<file path="src/rtl/arb_tx_pkg.sv">
package arb_tx_pkg;

    typedef enum logic [2:0] {
        ST_IDLE,
        ST_WAIT,
        ST_SOF,
        ST_ID,
        ST_LEN,
        ST_DATA,
        ST_ACK,
        ST_EOF
    } tx_state_e;

endpackage

</file>
<file path="src/rtl/arb_idle_watch.sv">
module arb_idle_watch #(
    parameter int IDLE_BITS = 11
) (
    input  logic clk,
    input  logic rst_n,
    input  logic bit_en,
    input  logic bus_rx,
    output logic quiet
);
    localparam int CNT_W = $clog2(IDLE_BITS + 1);

    typedef struct packed {
        logic [CNT_W-1:0] run;
    } watch_t;

    watch_t w_d, w_q;

    always_comb begin
        w_d = w_q;
        if (bit_en) begin
            if (!bus_rx)
                w_d.run = '0;
            else if (w_q.run != CNT_W'(IDLE_BITS))
                w_d.run = w_q.run + CNT_W'(1);
        end
    end

    always_ff @(posedge clk or negedge rst_n) begin
        if (!rst_n) w_q <= '0;
        else        w_q <= w_d;
    end

    assign quiet = (w_q.run == CNT_W'(IDLE_BITS));

    // a dominant sample always restarts the idle count
    p_dominant_clears_r2: assert property (@(posedge clk) disable iff (!rst_n)
        (bit_en && !bus_rx) |=> !quiet);

endmodule

</file>
<file path="src/rtl/arb_retry_track.sv">
module arb_retry_track #(
    parameter int ERR_W     = 8,
    parameter int MAX_TRIES = 16
) (
    input  logic             clk,
    input  logic             rst_n,
    input  logic             clr,
    input  logic             miss,
    output logic [ERR_W-1:0] err_cnt,
    output logic             last_try
);
    localparam int TRY_W = $clog2(MAX_TRIES + 1);

    typedef struct packed {
        logic [ERR_W-1:0] err;
        logic [TRY_W-1:0] tries;
    } retry_t;

    retry_t t_d, t_q;

    always_comb begin
        t_d = t_q;
        if (clr)
            t_d.tries = '0;
        else if (miss && t_q.tries != TRY_W'(MAX_TRIES))
            t_d.tries = t_q.tries + TRY_W'(1);
        if (miss && t_q.err != {ERR_W{1'b1}})
            t_d.err = t_q.err + ERR_W'(1);
    end

    always_ff @(posedge clk or negedge rst_n) begin
        if (!rst_n) t_q <= '0;
        else        t_q <= t_d;
    end

    assign err_cnt  = t_q.err;
    assign last_try = (t_q.tries == TRY_W'(MAX_TRIES - 1));

    // once full the counter stays full
    p_err_sat_r9: assert property (@(posedge clk) disable iff (!rst_n)
        (err_cnt == {ERR_W{1'b1}}) |=> (err_cnt == {ERR_W{1'b1}}));

    // the counter moves only on a missed acknowledge
    p_err_quiet_r8: assert property (@(posedge clk) disable iff (!rst_n)
        !miss |=> $stable(err_cnt));

endmodule

</file>
<file path="src/rtl/arb_frame_tx.sv">
module arb_frame_tx
    import arb_tx_pkg::*;
#(
    parameter int ID_EXT_W  = 29,
    parameter int ID_STD_W  = 11,
    parameter int LEN_W     = 4,
    parameter int MAX_BYTES = 8,
    parameter int IDLE_BITS = 11,
    parameter int EOF_BITS  = 7,
    parameter int MAX_TRIES = 16,
    parameter int ERR_W     = 8
) (
    input  logic                  clk,
    input  logic                  rst_n,
    input  logic                  bit_en,
    input  logic                  start,
    input  logic                  ext_fmt,
    input  logic [ID_EXT_W-1:0]   ident,
    input  logic [LEN_W-1:0]      len_code,
    input  logic [MAX_BYTES*8-1:0] payload,
    input  logic                  bus_rx,
    output logic                  bus_tx,
    output logic                  busy,
    output logic                  done,
    output logic                  arb_lost,
    output logic                  fail,
    output logic [ERR_W-1:0]      err_cnt
);
    localparam int DATA_W = MAX_BYTES * 8;
    localparam int IDX_W  = $clog2(((ID_EXT_W > DATA_W) ? ID_EXT_W : DATA_W) + 1);

    typedef struct packed {
        tx_state_e             st;
        logic [IDX_W-1:0]      idx;
        logic                  tx;
        logic                  ext;
        logic [ID_EXT_W-1:0]   id;
        logic [LEN_W-1:0]      len;
        logic [DATA_W-1:0]     data;
        logic                  ack_ok;
        logic                  done;
        logic                  lost;
        logic                  fail;
    } tx_regs_t;

    tx_regs_t r_d, r_q;

    logic             quiet;
    logic             clr_tries;
    logic             ack_miss;
    logic             last_try;
    logic [LEN_W-1:0] nbytes;
    logic [IDX_W-1:0] nbits;

    function automatic logic id_at(input logic [ID_EXT_W-1:0] v, input logic [IDX_W-1:0] k);
        logic [ID_EXT_W-1:0] s;
        s = v >> k;
        return s[0];
    endfunction

    function automatic logic len_at(input logic [LEN_W-1:0] v, input logic [IDX_W-1:0] k);
        logic [LEN_W-1:0] s;
        s = v >> k;
        return s[0];
    endfunction

    function automatic logic data_at(input logic [DATA_W-1:0] v, input logic [IDX_W-1:0] k);
        logic [DATA_W-1:0] s;
        s = v << k;
        return s[DATA_W-1];
    endfunction

    arb_idle_watch #(.IDLE_BITS(IDLE_BITS)) i_idle (
        .clk    (clk),
        .rst_n  (rst_n),
        .bit_en (bit_en),
        .bus_rx (bus_rx),
        .quiet  (quiet)
    );

    arb_retry_track #(.ERR_W(ERR_W), .MAX_TRIES(MAX_TRIES)) i_retry (
        .clk      (clk),
        .rst_n    (rst_n),
        .clr      (clr_tries),
        .miss     (ack_miss),
        .err_cnt  (err_cnt),
        .last_try (last_try)
    );

    always_comb begin
        r_d       = r_q;
        clr_tries = 1'b0;
        ack_miss  = 1'b0;
        nbytes    = (r_q.len > LEN_W'(MAX_BYTES)) ? LEN_W'(MAX_BYTES) : r_q.len;
        nbits     = IDX_W'(nbytes) << 3;
        unique case (r_q.st)
            ST_IDLE: begin
                if (start) begin
                    r_d.st    = ST_WAIT;
                    r_d.ext   = ext_fmt;
                    r_d.id    = ext_fmt ? ident
                              : {{(ID_EXT_W-ID_STD_W){1'b0}}, ident[ID_STD_W-1:0]};
                    r_d.len   = len_code;
                    r_d.data  = payload;
                    r_d.done  = 1'b0;
                    r_d.lost  = 1'b0;
                    r_d.fail  = 1'b0;
                    clr_tries = 1'b1;
                end
            end
            ST_WAIT: begin
                if (bit_en && quiet) begin
                    r_d.st = ST_SOF;
                    r_d.tx = 1'b0;
                end
            end
            ST_SOF: begin
                if (bit_en) begin
                    r_d.st  = ST_ID;
                    r_d.idx = r_q.ext ? IDX_W'(ID_EXT_W-1) : IDX_W'(ID_STD_W-1);
                    r_d.tx  = id_at(r_q.id, r_d.idx);
                end
            end
            ST_ID: begin
                if (bit_en) begin
                    if (bus_rx != r_q.tx) begin
                        r_d.st   = ST_IDLE;
                        r_d.tx   = 1'b1;
                        r_d.lost = 1'b1;
                    end else if (r_q.idx == '0) begin
                        r_d.st  = ST_LEN;
                        r_d.idx = IDX_W'(LEN_W-1);
                        r_d.tx  = len_at(r_q.len, r_d.idx);
                    end else begin
                        r_d.idx = r_q.idx - IDX_W'(1);
                        r_d.tx  = id_at(r_q.id, r_d.idx);
                    end
                end
            end
            ST_LEN: begin
                if (bit_en) begin
                    if (r_q.idx != '0) begin
                        r_d.idx = r_q.idx - IDX_W'(1);
                        r_d.tx  = len_at(r_q.len, r_d.idx);
                    end else if (nbits == '0) begin
                        r_d.st = ST_ACK;
                        r_d.tx = 1'b1;
                    end else begin
                        r_d.st  = ST_DATA;
                        r_d.idx = '0;
                        r_d.tx  = data_at(r_q.data, '0);
                    end
                end
            end
            ST_DATA: begin
                if (bit_en) begin
                    if (r_q.idx == nbits - IDX_W'(1)) begin
                        r_d.st = ST_ACK;
                        r_d.tx = 1'b1;
                    end else begin
                        r_d.idx = r_q.idx + IDX_W'(1);
                        r_d.tx  = data_at(r_q.data, r_d.idx);
                    end
                end
            end
            ST_ACK: begin
                if (bit_en) begin
                    r_d.ack_ok = !bus_rx;
                    r_d.st     = ST_EOF;
                    r_d.idx    = '0;
                    r_d.tx     = 1'b1;
                end
            end
            ST_EOF: begin
                if (bit_en) begin
                    if (r_q.idx != IDX_W'(EOF_BITS-1)) begin
                        r_d.idx = r_q.idx + IDX_W'(1);
                    end else if (r_q.ack_ok) begin
                        r_d.st    = ST_IDLE;
                        r_d.done  = 1'b1;
                        clr_tries = 1'b1;
                    end else begin
                        ack_miss = 1'b1;
                        if (last_try) begin
                            r_d.st   = ST_IDLE;
                            r_d.fail = 1'b1;
                        end else begin
                            r_d.st = ST_WAIT;
                        end
                    end
                end
            end
            default: r_d = r_q;
        endcase
    end

    always_ff @(posedge clk or negedge rst_n) begin
        if (!rst_n) begin
            r_q    <= '0;
            r_q.tx <= 1'b1;
        end else begin
            r_q <= r_d;
        end
    end

    assign bus_tx   = r_q.tx;
    assign busy     = (r_q.st != ST_IDLE);
    assign done     = r_q.done;
    assign arb_lost = r_q.lost;
    assign fail     = r_q.fail;

    // the line only moves on a bit pulse
    p_hold_between_bits_r13: assert property (@(posedge clk) disable iff (!rst_n)
        !bit_en |=> $stable(bus_tx));

    // a node that lost keeps the line released
    p_release_after_loss_r5: assert property (@(posedge clk) disable iff (!rst_n)
        arb_lost |-> (bus_tx && !busy));

    // loss can only come out of the identifier phase
    p_loss_in_id_only_r6: assert property (@(posedge clk) disable iff (!rst_n)
        $rose(arb_lost) |-> $past(r_q.st == ST_ID));

    // outcomes are exclusive
    p_one_outcome_r7: assert property (@(posedge clk) disable iff (!rst_n)
        $onehot0({done, arb_lost, fail}));

    // giving up leaves the block idle
    p_fail_stops_r10: assert property (@(posedge clk) disable iff (!rst_n)
        fail |-> !busy);

endmodule

</file>
<file path="config.mk">
export PLATFORM = sky130hd
export DESIGN_NAME = arb_frame_tx
export DESIGN_NICKNAME = d
export VERILOG_FILES = /design/src/rtl/arb_tx_pkg.sv /design/src/rtl/arb_idle_watch.sv /design/src/rtl/arb_retry_track.sv /design/src/rtl/arb_frame_tx.sv
export SDC_FILE = /design/constraint.sdc
export NUM_CORES = 1
export LEC_CHECK = 0
export BUFFER_PORTS_ARGS = -buffer_cell sky130_fd_sc_hd__buf_2
export CORE_MARGIN = 5
export CORE_UTILIZATION = 50
export CTS_CLUSTER_SIZE = 40
export DETAILED_ROUTE_END_ITERATION = 10
export PLACE_DENSITY_LB_ADDON = 0.05
export SYNTH_ARGS = -nofsm -noshare
export SYNTH_HDL_FRONTEND = slang
export SYNTH_SLANG_ARGS = --single-unit
</file>
<file path="constraint.sdc">
create_clock -name clk -period 4.3 [get_ports clk]
set_input_delay 0.43 -clock clk [delete_from_list [all_inputs] [get_ports clk]]
set_output_delay 0.43 -clock clk [all_outputs]
set_load 0.02 [all_outputs]
</file>
* Yosys cells after proc, flatten, opt, wreduce, memory -nomap -nowiden
Index checks and enable logic that the tools add are counted.
** Cells by class
- $add $sub $neg :: 6
- Bitwise logic cells :: 0
- Muxes and demuxes :: 58
- Reduce and logical (&&, ||, !) cells :: 23
- Equality and inequality tests :: 36
- Order comparisons :: 1
- Multipliers :: 0
- Shift-type cells :: 4
- Divide/modulo/power cells :: 0
** Operators with widths (number)
- 64-bit by 7-bit left shift with 64-bit output :: 1
- 11-bit 2-to-1 mux :: 5
- 7-bit case mux with 6 select lines :: 1
- 2-bit inequality test, second input constant :: 17
- 29-bit 2-to-1 mux :: 1
- 29-bit by 5-bit >> shifter with 1-bit output :: 1
- 29-bit by 7-bit >> shifter with 1-bit output :: 1
- 7-bit 2-to-1 mux :: 4
- 3-bit 2-to-1 mux :: 9
- 3-bit case mux with 8 select lines :: 1
- 1-bit 2-to-1 mux :: 22
- 8-bit 2-to-1 mux :: 2
- 5-bit 2-to-1 mux :: 3
- 7-bit zero test :: 2
- 7-bit by 1-bit subtractor with 7-bit output, second input constant :: 2
- 3-bit == test, second input constant :: 4
- 4-bit 2-to-1 mux :: 3
- 12-bit AND reduction :: 1
- 6-bit nonzero test :: 2
- 11-bit AND reduction :: 1
- 10-bit 2-to-1 mux :: 1
- 8-bit by 1-bit adder with 8-bit output, second input constant :: 1
- 8-bit inequality test, second input constant :: 1
- 1-bit case mux with 2 select lines :: 4
- 29 further kinds :: 38
** Word-level totals
- Latch bits :: 0
- Bits in read-only memories :: 0
- Bits of input ports :: 103
- RAM bits :: 0
- Output and inout port bits :: 13
- Bits in registers :: 130
- Memories :: 0

* Longest topological paths before layout
- Depth in word-level cells :: 7
- Gate-level depth with buffers :: 14

* Modules after synthesis
Synthesis repeated with hierarchy kept, for this count alone.
** Second synthesis, totals
- Cells, all modules :: 764
- Area total of the unflattened synthesis :: 7083.0 um^2
** Modules (own cells, without submodules)
- arb_frame_tx :: cells an instance 668, sequential area each 2829.0 um^2, area each 6064.6 um^2, instances 1
- arb_retry_track :: cells an instance 73, sequential area each 325.3 um^2, area each 765.7 um^2, instances 1
- arb_idle_watch :: cells an instance 23, sequential area each 100.1 um^2, area each 252.7 um^2, instances 1

* Worst setup path after synthesis
No wires, ideal clock.
- Path kind :: register to register
- Start :: register r_q[103] (netlist bit)
- End :: register r_q, in the netlist bus_tx
- Arrival :: 3201 ps
- Setup slack :: 1016 ps
- Clock period less this slack :: 3284 ps
- Path buffers :: 6
- Cell stages (with the launch flop) :: 14
- Cells stage by stage :: dfrtp_1 buf_4 buf_4 buf_2 inv_1 ha_1 buf_4 buf_4 buf_2 o22ai_1 o21ai_0 a31oi_1 or4b_2 a41oi_1
** Between the ends
- Longest elaborated chain between the ends :: 6
** Ends and longest elaborated chain
- from (decl) :: line arb_frame_tx.sv:46 : tx_regs_t r_d, r_q;
- from (signal assigned) :: line arb_frame_tx.sv:202 : r_q <= r_d;
- 7-bit by 1-bit subtractor with 7-bit output :: line arb_frame_tx.sv:135, arb_frame_tx.sv:143
- 29-bit by 7-bit >> shifter with 1-bit output :: line arb_frame_tx.sv:57 : s = v >> k;
- 8-bit 2-to-1 mux :: line arb_frame_tx.sv:130 : end else if (r_q.idx == '0) begin
- 1-bit 2-to-1 mux :: line arb_frame_tx.sv:126 : if (bus_rx != r_q.tx) begin
- 11-bit 2-to-1 mux :: line arb_frame_tx.sv:125 : if (bit_en) begin
- 1-bit case mux with 6 select lines (*) :: line arb_frame_tx.sv:96 : unique case (r_q.st)
Mark *: on every way between the ends. The rest lies on a longest branch, timed or not. The select of a mux whose other input is x is not followed.
A chain may end at the register's enable or synchronous reset.

* Worst setup path after layout
Ends and elaborated chain as after synthesis.

==> metrics.yaml <==
outcome:
  outcome: "finished clean"
worst_setup_path:
  r2r-start: "r_q[103]"
  cp_max_fo: 21
  crit_chain: "inv_1 -> ha_1 -> buf_4 -> mux4_2 -> mux2_2 -> mux2i_1 -> or4bb_1 -> a41oi_1"
  end_kind: "flop"
  ff2ff_setup_slack_ns: 1.29
  crit_path_start_kind: "flop"
  r2r-end: "bus_tx"
  slowest_stage: "ha_1"
  crit_start: "r_q[103]"
  path_class: "reg2reg"
  critPathMaxStageDelay_ns: 0.91
  crit_family: "adder cells"
  timing.critical_path.buf_inv: 2
  worstPathArrival_ns: 3.34
  required_ns: 4.64
  r2r_cells: 8
power:
  swShare: 0.376
  ir_drop_uv: 424
  p_total_w: 0.00590
  clkPwrFrac: 0.237
  seq_power_share: 0.369
  p_switching_w: 0.00222
  powerDensity_nw_per_um2: 730
  internal-power_w: 0.00368
  p_leak_nw: 4.07
  comb_power_share: 0.394
run:
  maxCapViolations: 0
floorplanning:
  core_area_um2: 13700
  die-height_um: 128
  die_x_um: 128
  io_pins: 116
  start_util: 0.504
  die_area_um2: 16300
  rows: 43
synth:
  yosysWarnings: 0
  ys_seq_elements: 130
  synth_top_flop_cell: "dfrtp_1"
  yosysTopAreaCell: "dfrtp_1"
  synthCells: 751
  ys_top_cells_by_area: "dfrtp_1 47%, nand2_1 16%, mux4_2 7.5%, o21ai_0 2.7%, ha_1 2.0%"
  syn_avg_cell_area_um2: 9.21
  synth-async-reset-ratio: 1.00
  syn_nets: 865
  yosys.area.top_type_share: 0.467
  synth_cell_types: 62
  ys_seq_area_frac: 0.470
  synth_area_um2: 6920
  synth_edf_count: 0
layout:
  num-fill-cells: 1251
  finalNetCount: 954
  layout_common_cells: "297 x nand2_1, 128 x dfrtp_1, 114 x buf_2, 37 x o21ai_0, 25 x nor2_1"
  n_antenna_cell: 0
  utilization: 0.590
  areaGrowthSynthToFinish_pct: 16.9
  final_common_cell: "nand2_1"
  drive_gt1_frac: 0.232
timing:
  relSlewSlack: 0.363
  fin_crit_sh: 0.699
  period_needed_ns: 3.01
  final_hold_viol_count: 0
  finalSetupTns_ns: 0
  setup_viol_count_final: 0
  fmax_mhz: 333
  grt_setup_unrepaired: "false"
  final_max_slew_viol_count: 0
  worst_pin_slew_ns: 0.956
  fin_skew_ns: 0.0156
cts:
  cts_tree: "yes"
  path_clk_slew_ns: 0.06
  insertion_delay_ns: 0.42
  cts-root-buf: "clkbuf_16"
  cts_buffers: 17
  h-tree-depth: 4
  cts-hold-fix-buffers: 0
  cts.sinks: 130
  cts_resized: 0
  clockBufferDepth: 2
  cts_setup_buffers: 0
route:
  post_drt_wl_per_cell_um: 16.1
  drc: 0
  vias: 5624
  drt_iter0_drc: 453
  routed_wl_um: 16700
  firstDrtPassIters: 5
  viasPerCell: 5.44
  postRouteAntennaNets: 0
place:
  routabilityCongestion: 0.886
  place_hpwl_um: 11700
  io_buffer_count: 115
grt:
  grt_max_degree: 76
  antenna_found_initial: 0
  grt_overflow_total: 0
  first_global_vias: 5811
  grt_first_pass_wirelength_um: 28300
  track_usage: 0.216
hold_path:
  min_path_type: "in2async"
==> area by class of cell <==
cell class,count,area (um^2),area share
clock buffers,22,464,0.0574
flip-flops and latches,130,3260,0.403
inverters,11,41.3,0.00511
multi-input cells,556,3350,0.414
clock inverters,10,109,0.0135
well taps,180,225,0.0278
repair buffers,124,646,0.0798
==> how the worst max path moves through the flow <==
stage	to	slack [ns]	cells after the start
2_1_floorplan	bus_tx	1.02	13
3_3_place_gp	bus_tx	1.43	8
3_5_place_dp	bus_tx	1.30	8
4_1_cts	bus_tx	1.26	8
5_1_grt	bus_tx	1.05	8
6_report	bus_tx	1.29	8
==> logic make-up (layout without fill, tap and decap cells) <==
group,after synthesis,after routing,share of synthesized area
and+or+nand+nor,395,395,0.245
DFF,130,130,0.470
AOI/OAI and AO/OA,78,78,0.0736
buffers and inverters,65,167,0.0485
muxes,46,46,0.110
xor gates and xnor gates,26,26,0.0329
adders and majority gates,11,11,0.0199
==> per-layer routing <==
metal,share of wire,vias to the layer above,global-route usage
met2,0.49,163,0.347
li1,-,2704,-
met4,0.023,0,0.0799
met5,0,-,0
met3,0.047,32,0.0414
met1,0.44,2725,0.295
==> sequential cells by signal, indices dropped and copies added, names as in the netlist <==
register and cells:
i_idle.w_q 4, r_q 109, arb_lost 1, fail 1, i_retry.err_cnt 8, bus_tx 1, i_retry.t_q 5, done 1
==> through the flow <==
stage	area, um^2	cells	setup WS, ns	hold WS [ns]
after floorplan	6920	751	1.02	0.134
after global placement	7510	1001	1.43	0.458
after detailed placement	7510	1001	1.30	0.461
after CTS	8090	1033	1.26	0.183
after global routing	8090	1033	1.05	0.198
final	8090	1033	1.29	0.162
==> power by group through the flow <==
stage	Sequential, W	Combinational (W)	Clock [W]
after global routing	0.00224	0.00263	0.00148
after detailed placement	0.00219	0.00232	0
after CTS	0.00218	0.00235	0.00142
after floorplan	0.00194	0.00200	0
after global placement	0.00219	0.00225	0
final	0.00218	0.00233	0.00140
==> cells in the mapped netlist (2+ instances only) <==
master / instances
and3_1: 7
buf_4: 13
mux4_2: 23
nor2_1: 25
nand4_1: 5
mux2i_1: 13
xnor2_1: 13
mux2_2: 10
o31ai_1: 2
nor3b_1: 2
clkbuf_1: 32
nor4_1: 4
nand3_1: 18
inv_1: 11
nor2b_1: 2
o2111a_1: 2
a211oi_1: 4
buf_2: 4
or4_1: 2
nor4b_1: 2
xor2_1: 13
o22ai_1: 2
nor3_1: 9
o211ai_1: 2
nand3b_1: 2
a21oi_1: 4
buf_6: 5
o21ai_0: 37
and2_1: 2
dfrtp_1: 129
nand2_1: 297
o221ai_1: 2
a31oi_1: 4
a22o_1: 4
nand2b_1: 6
or3_1: 3
ha_1: 11
==> worst register-to-register path: stages, from the launching register on <==
cell	delay (ns)
dfrtp_2	0.36
inv_1	0.14
ha_1	0.91
buf_4	0.35
mux4_2	0.24
mux2_2	0.14
mux2i_1	0.06
or4bb_1	0.52
a41oi_1	0.21
Note: power is estimated with default switching activity, not from simulation.
